`config.mk`:
```
export PLATFORM = sky130hd
export DESIGN_NAME = acc_alu
export DESIGN_NICKNAME = d
export VERILOG_FILES = /design/src/rtl/acc_alu_pkg.sv /design/src/rtl/acc_alu_ctrl.sv /design/src/rtl/acc_alu_dp.sv /design/src/rtl/acc_alu.sv
export SDC_FILE = /design/constraint.sdc
export NUM_CORES = 1
export LEC_CHECK = 0
export ABC_AREA = 1
export BUFFER_PORTS_ARGS = -buffer_cell sky130_fd_sc_hd__buf_2
export CORE_AREA = 2 2 100 102
export CTS_CLUSTER_DIAMETER = 150
export DETAILED_ROUTE_END_ITERATION = 7
export DIE_AREA = 0 0 102 104
export PLACE_DENSITY_LB_ADDON = 0.2
export SLEW_MARGIN = 10
export SYNTH_ARGS = -nofsm -noshare
export SYNTH_HDL_FRONTEND = slang
export SYNTH_HIERARCHICAL = 1
export SYNTH_SLANG_ARGS = --single-unit
```
`constraint.sdc`:
```
create_clock -name clk -period 3.75 [get_ports clk]
set_input_delay 0.375 -clock clk [delete_from_list [all_inputs] [get_ports clk]]
set_output_delay 0.375 -clock clk [all_outputs]
set_load 0.005 [all_outputs]
```
`src/rtl/acc_alu_pkg.sv`:
```
package acc_alu_pkg;

  localparam int OP_W = 5;

  typedef enum logic [OP_W-1:0] {
    OP_LDA = 5'd0,  OP_LDX = 5'd1,  OP_LDY = 5'd2,  OP_LAX = 5'd3,
    OP_ADC = 5'd4,  OP_SBC = 5'd5,  OP_AND = 5'd6,  OP_ORA = 5'd7,
    OP_EOR = 5'd8,  OP_CMP = 5'd9,  OP_CPX = 5'd10, OP_CPY = 5'd11,
    OP_BIT = 5'd12, OP_SLA = 5'd13, OP_SRA = 5'd14, OP_RLA_A = 5'd15,
    OP_RRA_A = 5'd16, OP_SLM = 5'd17, OP_SRM = 5'd18, OP_RLM = 5'd19,
    OP_RRM = 5'd20, OP_INM = 5'd21, OP_DEM = 5'd22, OP_FSO = 5'd23,
    OP_FSX = 5'd24, OP_FRA = 5'd25, OP_FRD = 5'd26, OP_FDC = 5'd27,
    OP_FIS = 5'd28
  } aluOpcode_e;

  typedef enum logic [2:0] {
    MOD_NONE, MOD_SHL, MOD_SHR, MOD_ROL, MOD_ROR, MOD_INC, MOD_DEC
  } modKind_e;

  typedef enum logic [2:0] {
    ACC_PASS, ACC_LOAD, ACC_ADD, ACC_AND, ACC_OR, ACC_XOR, ACC_CMP, ACC_BIT
  } accKind_e;

  typedef enum logic [1:0] { SEL_A, SEL_X, SEL_Y } regSel_e;

  typedef struct packed {
    logic     fire;
    logic     flagWr;
    modKind_e modKind;
    logic     modFromAcc;
    accKind_e accKind;
    logic     invert;
    regSel_e  cmpSel;
    logic     wrA;
    logic     wrX;
    logic     wrY;
    logic     wrMem;
  } aluCtrl_t;

endpackage

```
`src/rtl/acc_alu_ctrl.sv`:
```
module acc_alu_ctrl
  import acc_alu_pkg::*;
(
  input  logic            inValid,
  input  logic [OP_W-1:0] inOp,
  output aluCtrl_t        ctrl
);

  always_comb begin
    ctrl            = '0;
    ctrl.fire       = inValid;
    ctrl.flagWr     = 1'b1;
    ctrl.modKind    = MOD_NONE;
    ctrl.accKind    = ACC_PASS;
    ctrl.cmpSel     = SEL_A;
    case (inOp)
      OP_LDA:   begin ctrl.accKind = ACC_LOAD; ctrl.wrA = 1'b1; end
      OP_LDX:   begin ctrl.accKind = ACC_LOAD; ctrl.wrX = 1'b1; end
      OP_LDY:   begin ctrl.accKind = ACC_LOAD; ctrl.wrY = 1'b1; end
      OP_LAX:   begin ctrl.accKind = ACC_LOAD; ctrl.wrA = 1'b1; ctrl.wrX = 1'b1; end
      OP_ADC:   begin ctrl.accKind = ACC_ADD; ctrl.wrA = 1'b1; end
      OP_SBC:   begin ctrl.accKind = ACC_ADD; ctrl.invert = 1'b1; ctrl.wrA = 1'b1; end
      OP_AND:   begin ctrl.accKind = ACC_AND; ctrl.wrA = 1'b1; end
      OP_ORA:   begin ctrl.accKind = ACC_OR;  ctrl.wrA = 1'b1; end
      OP_EOR:   begin ctrl.accKind = ACC_XOR; ctrl.wrA = 1'b1; end
      OP_CMP:   begin ctrl.accKind = ACC_CMP; ctrl.cmpSel = SEL_A; end
      OP_CPX:   begin ctrl.accKind = ACC_CMP; ctrl.cmpSel = SEL_X; end
      OP_CPY:   begin ctrl.accKind = ACC_CMP; ctrl.cmpSel = SEL_Y; end
      OP_BIT:   ctrl.accKind = ACC_BIT;
      OP_SLA:   begin ctrl.modKind = MOD_SHL; ctrl.modFromAcc = 1'b1; ctrl.wrA = 1'b1; end
      OP_SRA:   begin ctrl.modKind = MOD_SHR; ctrl.modFromAcc = 1'b1; ctrl.wrA = 1'b1; end
      OP_RLA_A: begin ctrl.modKind = MOD_ROL; ctrl.modFromAcc = 1'b1; ctrl.wrA = 1'b1; end
      OP_RRA_A: begin ctrl.modKind = MOD_ROR; ctrl.modFromAcc = 1'b1; ctrl.wrA = 1'b1; end
      OP_SLM:   begin ctrl.modKind = MOD_SHL; ctrl.wrMem = 1'b1; end
      OP_SRM:   begin ctrl.modKind = MOD_SHR; ctrl.wrMem = 1'b1; end
      OP_RLM:   begin ctrl.modKind = MOD_ROL; ctrl.wrMem = 1'b1; end
      OP_RRM:   begin ctrl.modKind = MOD_ROR; ctrl.wrMem = 1'b1; end
      OP_INM:   begin ctrl.modKind = MOD_INC; ctrl.wrMem = 1'b1; end
      OP_DEM:   begin ctrl.modKind = MOD_DEC; ctrl.wrMem = 1'b1; end
      OP_FSO:   begin ctrl.modKind = MOD_SHL; ctrl.accKind = ACC_OR;
                      ctrl.wrMem = 1'b1; ctrl.wrA = 1'b1; end
      OP_FSX:   begin ctrl.modKind = MOD_SHR; ctrl.accKind = ACC_XOR;
                      ctrl.wrMem = 1'b1; ctrl.wrA = 1'b1; end
      OP_FRA:   begin ctrl.modKind = MOD_ROL; ctrl.accKind = ACC_AND;
                      ctrl.wrMem = 1'b1; ctrl.wrA = 1'b1; end
      OP_FRD:   begin ctrl.modKind = MOD_ROR; ctrl.accKind = ACC_ADD;
                      ctrl.wrMem = 1'b1; ctrl.wrA = 1'b1; end
      OP_FDC:   begin ctrl.modKind = MOD_DEC; ctrl.accKind = ACC_CMP;
                      ctrl.cmpSel = SEL_A; ctrl.wrMem = 1'b1; end
      OP_FIS:   begin ctrl.modKind = MOD_INC; ctrl.accKind = ACC_ADD; ctrl.invert = 1'b1;
                      ctrl.wrMem = 1'b1; ctrl.wrA = 1'b1; end
      default:  ctrl.flagWr = 1'b0;  // unused opcodes touch no state
    endcase
  end

endmodule

```
`src/rtl/acc_alu_dp.sv`:
```
module acc_alu_dp
  import acc_alu_pkg::*;
#(
  parameter int DW = 8
) (
  input  logic          clk,
  input  logic          rstN,
  input  aluCtrl_t      ctrl,
  input  logic [DW-1:0] inOperand,
  output logic          outValid,
  output logic          outMemWr,
  output logic [DW-1:0] outMem,
  output logic [DW-1:0] regA,
  output logic [DW-1:0] regX,
  output logic [DW-1:0] regY,
  output logic          flagC,
  output logic          flagZ,
  output logic          flagV,
  output logic          flagN
);

  localparam int MSB = DW - 1;

  logic [DW-1:0] modSrc, modVal, opB, addB, cmpReg, res;
  logic          modC, nextC, nextV, nextN;
  logic [DW:0]   sum, diff;

  // Modify stage
  always_comb begin
    modSrc = ctrl.modFromAcc ? regA : inOperand;
    modVal = modSrc;
    modC   = flagC;
    case (ctrl.modKind)
      MOD_SHL: begin modVal = {modSrc[MSB-1:0], 1'b0};  modC = modSrc[MSB]; end
      MOD_SHR: begin modVal = {1'b0, modSrc[MSB:1]};    modC = modSrc[0];   end
      MOD_ROL: begin modVal = {modSrc[MSB-1:0], flagC}; modC = modSrc[MSB]; end
      MOD_ROR: begin modVal = {flagC, modSrc[MSB:1]};   modC = modSrc[0];   end
      MOD_INC: modVal = modSrc + 1'b1;
      MOD_DEC: modVal = modSrc - 1'b1;
      default: modVal = modSrc;
    endcase
  end

  // Accumulator stage
  always_comb begin
    opB  = (ctrl.modKind == MOD_NONE) ? inOperand : modVal;
    addB = ctrl.invert ? ~opB : opB;
    sum  = {1'b0, regA} + {1'b0, addB} + {{DW{1'b0}}, modC};
    case (ctrl.cmpSel)
      SEL_X:   cmpReg = regX;
      SEL_Y:   cmpReg = regY;
      default: cmpReg = regA;
    endcase
    diff  = {1'b0, cmpReg} - {1'b0, opB};
    nextC = modC;
    nextV = flagV;
    case (ctrl.accKind)
      ACC_LOAD: res = opB;
      ACC_ADD: begin
        res   = sum[MSB:0];
        nextC = sum[DW];
        nextV = (regA[MSB] == addB[MSB]) && (res[MSB] != regA[MSB]);
      end
      ACC_AND: res = regA & opB;
      ACC_OR:  res = regA | opB;
      ACC_XOR: res = regA ^ opB;
      ACC_CMP: begin
        res   = diff[MSB:0];
        nextC = ~diff[DW];
      end
      ACC_BIT: begin
        res   = regA & opB;
        nextV = opB[MSB-1];
      end
      default: res = modVal;
    endcase
    nextN = (ctrl.accKind == ACC_BIT) ? opB[MSB] : res[MSB];
  end

  always_ff @(posedge clk or negedge rstN) begin
    if (!rstN) begin
      regA     <= '0;
      regX     <= '0;
      regY     <= '0;
      outMem   <= '0;
      flagC    <= 1'b0;
      flagZ    <= 1'b0;
      flagV    <= 1'b0;
      flagN    <= 1'b0;
      outValid <= 1'b0;
      outMemWr <= 1'b0;
    end else begin
      outValid <= ctrl.fire;
      outMemWr <= ctrl.fire & ctrl.wrMem;
      if (ctrl.fire) begin
        if (ctrl.wrA)   regA   <= res;
        if (ctrl.wrX)   regX   <= res;
        if (ctrl.wrY)   regY   <= res;
        if (ctrl.wrMem) outMem <= modVal;
        if (ctrl.flagWr) begin
          flagC <= nextC;
          flagZ <= (res == '0);
          flagV <= nextV;
          flagN <= nextN;
        end
      end
    end
  end

endmodule

```
`src/rtl/acc_alu.sv`:
```
module acc_alu
  import acc_alu_pkg::*;
#(
  parameter int DW = 8
) (
  input  logic            clk,
  input  logic            rstN,
  input  logic            inValid,
  input  logic [OP_W-1:0] inOp,
  input  logic [DW-1:0]   inOperand,
  output logic            outValid,
  output logic            outMemWr,
  output logic [DW-1:0]   outMem,
  output logic [DW-1:0]   regA,
  output logic [DW-1:0]   regX,
  output logic [DW-1:0]   regY,
  output logic            flagC,
  output logic            flagZ,
  output logic            flagV,
  output logic            flagN
);

  aluCtrl_t ctrl;

  acc_alu_ctrl u_ctrl (
    .inValid (inValid),
    .inOp    (inOp),
    .ctrl    (ctrl)
  );

  acc_alu_dp #(.DW(DW)) u_dp (
    .clk       (clk),
    .rstN      (rstN),
    .ctrl      (ctrl),
    .inOperand (inOperand),
    .outValid  (outValid),
    .outMemWr  (outMemWr),
    .outMem    (outMem),
    .regA      (regA),
    .regX      (regX),
    .regY      (regY),
    .flagC     (flagC),
    .flagZ     (flagZ),
    .flagV     (flagV),
    .flagN     (flagN)
  );

endmodule

```
==> metrics, run 1 <==
slowest CP cell=fa_2; die width=roughly 100 um; Seq pwr share=between 15 and 20%; worst-skew pair later-pin latency=310 ps; port buffer count=53; Fillers=~780; adder-cell share of the synthesized area=12.3%; shortest clock period the worst path allows after layout=~4000 ps; largest net degree at the start of global routing=39; Crit Path Category=primary input to flop; mux cell area share after synthesis=0%; simple-gate area share of the yosys netlist=roughly two fifths; total grt overflow=0; Compound-Gate Fraction of Synth Area=around 17%; Finished Layout Cells=approximately 1100; Pre-antenna DRT Iters=8; register area share after synthesis=between 20% and 30%; DIE AREA=about 11000 um2; setup tns final=-566 ps; CP Launch Point=inOp[0]; number of antenna diodes=0; Syn Nets=between 700 and 800; Synth area leaders=dfrtp_1 (21%), nand2_1 (19%), ha_1 (10%), inv_1 (7.1%), nand3_1 (6.2%); Max-slew headroom=39.9%; Synth top area share=a little over a fifth; post-route worst setup slack=-169 ps; WP data required=approximately 4000 ps; violated checks=design-rule violations, negative setup slack; final instance area=approximately 7000 um2; ys async rst share=between 90% and 100%; peak supply drop=around 350 uV; Hold Path Class=primary input to asynchronous set/reset pin; maxcap violations=0; num rows=36; r2r startpoint=u_dp/regA[1]; Worst setup SP type=primary input; CTS tree=done; WL final=17.5 mm; combinational family with the most area after synthesis=simple AND/OR/NAND/NOR gates; CTS Buf Count=5; Initial Utilization=roughly 47%; worst slew pin tran=902 ps; crit path to=u_dp/flagZ; RSZ-0062 raised after global routing=true; antenna violations before repair=0; register-to-register setup slack=approximately 70 ps; Layout Skew=16.5 ps; cell with the most instances after synthesis=nand2_1; first-pass GRT wire length=~27 mm; Final Slew Violations=0; number of flops mapped to enable cells by yosys=0; initial DRC count=roughly 430; Post-Syn Area=about 4500 um2; leakage power=about 0.0038 uW; Reg area=~950 um2; R2R cell count=27; synthesized flop and latch total=38; clk slew on worst S/H paths=roughly 100 ps; via/cell ratio=~5.5; Post-DP Area=about 5900 um2; antenna-violating nets left=0; status=finished with violations; number of H-tree levels=2; layout cells sized above 1=around 44%; Cells after Synth=about 700; ys flop type=dfrtp_1; CTS root buffer=clkbuf_8; Switch Pwr=around 1700 uW; Die Height=about 100 um; Critical R2R Capture=u_dp/flagZ; Sw Ratio=between 40% and 50%; syn avg cell area=between 6 and 7 um2; Crit Path Max Fanout=7; critical path's most frequent cell=nand3_2; vias post-DR=between 5000 and 6000; CTS sink cnt=38; Multi-input gate area=~3700 um2; vias in the first global route=between 5000 and 6000; wire per inst=16.5 um; fmax=255 MHz; synthesis-to-finish area growth=54.2%; Fin. Hold Viols=0; Synth area leader=dfrtp_1; PwrDens=roughly 540 nW/um2; P_int=2050 uW; Comb power frac=71.0%; GRT Total Usage=roughly 32%; HPWL Detailed=between 10 and 15 mm; yosys warns=6; Final period util=104%; crit end category=flop; endpoints failing setup=8; Post-Synth XOR/XNOR Area=around 2.1%; clock buffer depth=2; Worst path max stage delay=450 ps; library cells used by synthesis=approximately 50; Worst EP arrival=4160 ps; Final GP Congestion=approximately 0.94; Clk network pwr share=about 12%; nets@finish=around 990; # placed instances=between 1000 and 1500; Core Box Area=9550 um2; DRC=1; synth cell count leaders=nand2_1 (224), inv_1 (86), nand3_1 (56); IO Pins=between 50 and 60
## through the flow
step           hold slack (ps)  power, uW  util, %  worst slack [ps]
6_report                   190       3800     73.2              -169
5_1_grt                    252       4070     73.2              -368
4_1_cts                    218       3470     69.5              2.49
3_5_place_dp               470       2830     62.2              -615
3_3_place_gp               468       2770     62.2              -618
2_1_floorplan             79.4       1850        -             -14.1
## layout by cell type (no fill, tap or decap), types with 5 or more instances in the layout
master / netlist / final
ha_1: 38 / 33
buf_4: 2 / 165
nor2_2: 11 / 19
inv_4: 2 / 5
nand2_2: 13 / 35
clkbuf_8: 0 / 5
ha_4: 0 / 5
inv_1: 86 / 77
dfrtp_1: 38 / 38
xor2_1: 9 / 6
a21oi_2: 0 / 5
nand4_1: 5 / 5
buf_2: 3 / 48
nand3_1: 56 / 37
o21ai_0: 45 / 32
buf_6: 1 / 13
nor2_1: 50 / 31
nor2_4: 0 / 11
nand3_2: 6 / 22
o21ai_1: 7 / 10
o21ai_2: 8 / 16
inv_2: 10 / 16
nand2_4: 5 / 10
nand2_1: 224 / 197
a221o_1: 8 / 8
a21oi_1: 24 / 19
## per-layer routing
metal / GRT usage [%] / vias up / wire length, um
li1: - / 2742 / -
met5: 0 / - / 0
met4: 13.7 / 0 / 817
met1: 41.7 / 2698 / 7090
met2: 53.0 / 283 / 8290
met3: 5.04 / 78 / 1320
## layout make-up
class	count	area share, %
clock buffers	5	0.985
clock inverters	3	0.985
inverters	98	5.44
multi-input cells	557	52.8
flip-flops and latches	38	13.6
well taps	133	2.38
repair buffers	228	23.8
## power groups by stage
stage	registers (uW)	clock network (uW)	logic, uW
floorplan	691	0	1160
finish	663	438	2700
global placement	661	0	2110
CTS	660	443	2360
detailed placement	666	0	2160
global route	678	459	2930
## critical path, delay by kind of cell
kind / cells / cell delay (ps)
simple gates: 19 / 1730
fa+ha+maj: 2 / 890
buf+inv: 5 / 640
compound gates: 3 / 380
xor+xnor: 1 / 160
## worst min path at each step
stage	to	slack, ps	from
floorplan	u_dp/flagC	80	rstN
global placement	u_dp/outMem[4]	470	u_dp/outMem[4]
detailed placement	u_dp/outMem[6]	470	u_dp/outMem[6]
CTS	u_dp/regA[5]	220	rstN
finish	u_dp/regA[5]	190	rstN
global route	u_dp/regA[5]	250	rstN
## sequential cells by signal (all words and copies together) (netlist names)
name           flops
u_dp/flagC         1
u_dp/flagN         1
u_dp/flagV         1
u_dp/flagZ         1
u_dp/outMem        8
u_dp/outMemWr      1
u_dp/outValid      1
u_dp/regA          8
u_dp/regX          8
u_dp/regY          8
## timing repair
item                                    in CTS  in global routing
resized for setup                           71                 77
pin swaps                                   45                 48
buffers inserted                            38                 12
hold buffers                                 0                  0
endpoints found under the setup margin      22                 26
## kinds of logic (layout without fill, tap and decap cells)
| group | after synthesis | count (layout) |
|---|---|---|
| flip-flops | 38 | 38 |
| XOR/XNOR | 11 | 11 |
| AND/OR/NAND/NOR | 386 | 386 |
| buffers and inverters | 112 | 334 |
| AO/OA/AOI/OAI | 118 | 118 |
| adder cells (fa/ha/maj) | 42 | 42 |
(Power assumes the default switching activity.)
==> run 2: changes to the inputs <==
--- a/config.mk
+++ b/config.mk
@@ -8,10 +8,10 @@
 export ABC_AREA = 1
 export BUFFER_PORTS_ARGS = -buffer_cell sky130_fd_sc_hd__buf_2
 export CORE_AREA = 2 2 100 102
-export CTS_CLUSTER_DIAMETER = 150
+export CTS_CLUSTER_DIAMETER = 30
 export DETAILED_ROUTE_END_ITERATION = 7
 export DIE_AREA = 0 0 102 104
-export PLACE_DENSITY_LB_ADDON = 0.2
+export PLACE_DENSITY = 0.66
 export SLEW_MARGIN = 10
 export SYNTH_ARGS = -nofsm -noshare
 export SYNTH_HDL_FRONTEND = slang
==> run 2 against run 1 <==
  * The run ends with negative setup slack left
  * Total power decreased by 2.9%
  * Clock skew decreased by 9.7 ps
  * Combinational power decreased by 4%
  * Highest routed layer unchanged
==> metrics, run 2 (synthesized netlist as in run 1, its figures left out) <==
num rows=36; synthesis-to-finish area growth=55.8%; vias in the first global route=approximately 5400; HPWL Detailed=around 13 mm; Die Height=104 um; slowest CP cell=fa_2; first-pass GRT wire length=between 20 and 30 mm; shortest clock period the worst path allows after layout=between 3000 and 4000 ps; CTS tree=done; IO Pins=54; CTS Buf Count=5; peak supply drop=between 400 and 500 uV; number of antenna diodes=0; Final period util=104%; Hold Path Class=primary input to asynchronous set/reset pin; Fin. Hold Viols=0; Crit Path Max Fanout=6; Final GP Congestion=approximately 0.95; total grt overflow=0; wire per inst=~17 um; Core Util, Final=approximately three quarters; Crit Path Category=primary input to flop; setup tns final=-676 ps; PwrDens=522 nW/um2; WP data required=3940 ps; leakage power=0.00376 uW; number of H-tree levels=2; initial DRC count=between 400 and 500; CTS root buffer=clkbuf_8; antenna-violating nets left=0; DIE AREA=between 10000 and 15000 um2; vias post-DR=approximately 5800; layout cells sized above 1=roughly 43%; post-route worst setup slack=-133 ps; most frequent cells in the layout=nand2_1 (196), buf_4 (162), inv_1 (75), buf_2 (48); largest net degree at the start of global routing=39; crit end category=flop; Fillers=~770; Post-Place Worst Slack=-535 ps; worst-skew pair later-pin latency=about 300 ps; Initial Utilization=a little under half; Layout Skew=6.81 ps; WL final=approximately 18 mm; status=finished with violations; GRT Total Usage=about a third; die width=roughly 100 um; Worst path max stage delay=between 500 and 600 ps; port buffer count=53; DRC=0; CTS sink cnt=38; maxcap violations=0; clk slew on worst S/H paths=80 ps; worst slew pin tran=about 900 ps; antenna violations before repair=0; RSZ-0062 raised after global routing=true; Final Slew Violations=0; violated checks=negative setup slack; Power Total=between 3000 and 4000 uW; commonest non-fill, non-tap cell in the layout=nand2_1; Worst setup SP type=primary input; Pre-antenna DRT Iters=7; via/cell ratio=about 5.5; Max-slew headroom=a little over 40%; nets@finish=982; endpoints failing setup=8; Core Box Area=9550 um2; Worst EP arrival=4070 ps; clock buffer depth=2; fmax=roughly 260 MHz
==> run 2: changes by cell type in the layout (fill, tap and decap cells not counted), sizes merged <==
cell,delta
buf,-4
==> run 2: metrics by stage <==
step / instance area (um2) / hold slack, ps / std cells
global placement: 5930 / 465 / 1005
finish: 7060 / 188 / 1058
global route: 7060 / 248 / 1058
CTS: 6500 / 208 / 1042
detailed placement: 5930 / 471 / 1005
floorplan: 4640 / 79.4 / 707
==> run 2: routing by layer <==
metal  global-route usage (%)  part of all wire (%)  vias to the layer above
met1                     43.4                    41                     2736
li1                         -                     -                     2751
met4                     8.95                   3.4                        0
met3                     3.36                   7.3                       52
met2                     52.1                    49                      293
met5                        0                     0                        -
==> run 2: worst paths after layout <==
kind	start	to	slack (ps)	depth (start not counted)
max	inOp[2]	u_dp/flagZ	-130	27
min	rstN	u_dp/regX[3]	190	1
max reg2reg	u_dp/regA[1]	u_dp/flagZ	200	23
min reg2reg	u_dp/outMem[0]	u_dp/outMem[0]	490	2
max in group asynchronous	rstN	u_dp/outMem[0]	3000	1
min in group clk	inValid	u_dp/outValid	280	1
==> run 2: layout make-up <==
class / count / area, um2 / area share [%]
multi-input combinational: 557 / 3760 / 53.2
timing repair buffer: 224 / 1640 / 23.2
sequential: 38 / 951 / 13.5
inverter: 98 / 405 / 5.74
tap: 133 / 166 / 2.36
clock buffer: 5 / 68.8 / 0.975
clock inverter: 3 / 68.8 / 0.975
==> run 2: power by group <==
group | internal, uW | switching (uW)
clock network | 267 | 160
registers | 549 | 129
logic | 1180 | 1410
==> run 2: worst max-delay path, delay by kind of cell <==
family	cells	cell delay, ps
AO/OA/AOI/OAI	4	600
adder cells (fa/ha/maj)	2	970
AND/OR/NAND/NOR	18	1770
buffers and inverters	2	160
XOR/XNOR	1	180
==> run 2: repair_timing <==
item / in CTS / in global routing
cloned: 0 / 0
buffers inserted: 29 / 16
endpoints found under the setup margin: 16 / 35
pin swaps: 26 / 70
gates resized for setup: 55 / 111
hold buffers: 0 / 0
==> run 3: changes to the inputs <==
--- a/config.mk
+++ b/config.mk
@@ -7,13 +7,12 @@
 export LEC_CHECK = 0
 export ABC_AREA = 1
 export BUFFER_PORTS_ARGS = -buffer_cell sky130_fd_sc_hd__buf_2
-export CORE_AREA = 2 2 100 102
+export CORE_AREA = 2 2 98 100
 export CTS_CLUSTER_DIAMETER = 30
 export DETAILED_ROUTE_END_ITERATION = 7
-export DIE_AREA = 0 0 102 104
-export PLACE_DENSITY = 0.66
+export DIE_AREA = 0 0 100 102
+export PLACE_DENSITY = 0.67
 export SLEW_MARGIN = 10
 export SYNTH_ARGS = -nofsm -noshare
 export SYNTH_HDL_FRONTEND = slang
-export SYNTH_HIERARCHICAL = 1
 export SYNTH_SLANG_ARGS = --single-unit
==> run 3 against run 2 <==
  * Clock power decreased by 14%
  * The run now ends clean
  * Sequential share of layout area increased by 2.1 points
  * Global-route usage decreased by 2.0 points
  * Highest routed layer unchanged
  * Non-clock buffer count decreased by 35
  * Register-to-register slack got worse by 80 ps
  * First-iteration DRC count decreased by 41%
==> metrics, run 3 <==
port buffer count=53; initial DRC count=around 280; HPWL Detailed=about 12 mm; Fin. Hold Viols=0; num rows=35; Post-Place Worst Slack=-338 ps; Die Height=102 um; maxcap violations=0; syn avg cell area=around 6.7 um2; WL final=15.3 mm; RSZ-0062 raised after global routing=true; slowest CP cell=fa_2; library cells used by synthesis=44; wire per inst=about 16 um; GRT Total Usage=between 20 and 30%; total grt overflow=0; peak supply drop=approximately 430 uV; CTS Buf Count=5; Power Total=between 3000 and 4000 uW; clk slew on worst S/H paths=approximately 80 ps; critical path's most frequent cell=nand2_1; antenna violations before repair=0; Post-Syn Area=between 4000 and 5000 um2; status=completed; ys flop type=dfrtp_1; worst slew pin tran=873 ps; Crit Path Max Fanout=8; # placed instances=about 940; vias in the first global route=about 4800; Initial Utilization=approximately half; register area share after synthesis=approximately 22%; endpoints failing setup=0; Worst EP arrival=3940 ps; synthesized flop and latch total=38; Final period util=between 90% and 100%; synth cell count leaders=nand2_1 (189), inv_1 (75), o21ai_0 (54); Worst setup SP type=primary input; first-pass GRT wire length=between 20 and 25 mm; Worst path max stage delay=about 400 ps; IO Pins=54; antenna-violating nets left=0; nets@finish=900; number of antenna diodes=0; via/cell ratio=around 5.5; WP data required=between 3000 and 4000 ps; worst-skew pair later-pin latency=approximately 300 ps; fmax=around 270 MHz; die width=100 um; Crit Path Category=primary input to flop; DRC=0; synthesis-to-finish area growth=39.7%; Core Box Area=just over 9000 um2; post-route worst setup slack=between 50 and 60 ps; final instance area=6110 um2; Synth area leader=dfrtp_1; Max-slew headroom=a little over two fifths; shortest clock period the worst path allows after layout=roughly 3700 ps; PwrDens=a little under 500 nW/um2; cts hold-fix bufs=0; vias post-DR=between 5000 and 6000; Final GP Congestion=between 0.9 and 1; setup tns final=0 ps; commonest non-fill, non-tap cell in the layout=nand2_1; cell with the most instances after synthesis=nand2_1; ys async rst share=100%; register-to-register setup slack=~120 ps; clock buffer depth=2; Cells after Synth=around 660; CTS sink cnt=38; yosys warns=0; Synth area leaders=dfrtp_1 (22%), nand2_1 (16%), ha_1 (11%), inv_1 (6.4%), o21ai_0 (6.2%); Final Slew Violations=0; number of flops mapped to enable cells by yosys=0; Finished Layout Cells=roughly 950; DIE AREA=a little over 10000 um2; crit end category=flop; Layout Skew=7.48 ps; leakage power=around 0.0034 uW; Pre-antenna DRT Iters=5; CTS tree=done; Syn Nets=717; Post-DP Area=~5700 um2; Synth top area share=21.7%; Hold Path Class=primary input to asynchronous set/reset pin; largest net degree at the start of global routing=39; most frequent cells in the layout=nand2_1 (178), buf_4 (133), inv_1 (67), buf_2 (49), o21ai_0 (46); number of H-tree levels=2; CTS root buffer=clkbuf_8; layout cells sized above 1=roughly 36%
## run 3: cell count changes in the layout (fill, tap and decap cells not counted), moves of 8 or more
cell,delta
nand2_2,-9
nand2_1,-18
inv_1,-8
o21ai_0,+8
nand3_2,-8
nor2_4,-8
nor2_1,+8
buf_4,-29
nand2_4,-8
## run 3: repair_timing
action                                  CTS  global route
setup buffers                             0             7
pin swaps                                 2            36
resized for setup                         4            71
endpoints found under the setup margin    3            22
## run 3: worst max-delay path: cells and delay by family
kind,cells,cell delay (ps)
fa+ha+maj,2,770
xor+xnor,1,160
buf+inv,2,150
simple gates,28,2500
## run 3: metal layers
layer  track usage [%]  routed length (um)  vias up
met3              3.69                1130       34
li1                  -                   -     2529
met4              9.06                 405        0
met2              48.7                7010      191
met5                 0                   0        -
met1              40.8                6720     2442
## run 3: power by group
group | leakage, uW | total, uW | switching [uW] | internal, uW
clock network | 0.0000573 | 366 | 153 | 213
registers | 0.000483 | 637 | 103 | 534
logic | 0.00285 | 2000 | 1070 | 926
## run 3: layout make-up
cell class | count | area (um2)
clock buffers | 6 | 82.6
clock inverters | 1 | 30.0
fillers | 793 | 3000
inverters | 88 | 330
multi-input cells | 518 | 3240
flip-flops and latches | 38 | 951
well taps | 111 | 139
repair buffers | 189 | 1340
## run 3: per-stage QoR
step           utilization [%]  hold slack [ps]
2_1_floorplan                -             79.4
3_3_place_gp              62.6              468
3_5_place_dp              62.6              472
4_1_cts                   63.9              211
5_1_grt                   67.1              236
6_report                  67.1              189
## run 3: cell families (layout without fill, tap and decap cells)
kind of cell	Yosys count	count (layout)	share of synthesized area, %
xor+xnor	13	13	2.60
flops	38	38	21.7
buf+inv	101	284	9.44
simple gates	348	348	37.4
fa+ha+maj	44	44	13.3
compound gates	113	113	15.6
## run 3: final timing paths
kind,from,to,cells after the start
max,inOp[3],u_dp.flagZ,33
min,rstN,u_dp.outMem[7],1
max reg2reg,u_dp.regA[1],u_dp.flagZ,29
min reg2reg,u_dp.outMem[5],u_dp.outMem[5],2
max in group asynchronous,rstN,u_dp.outValid,1
min in group clk,inValid,u_dp.outValid,1
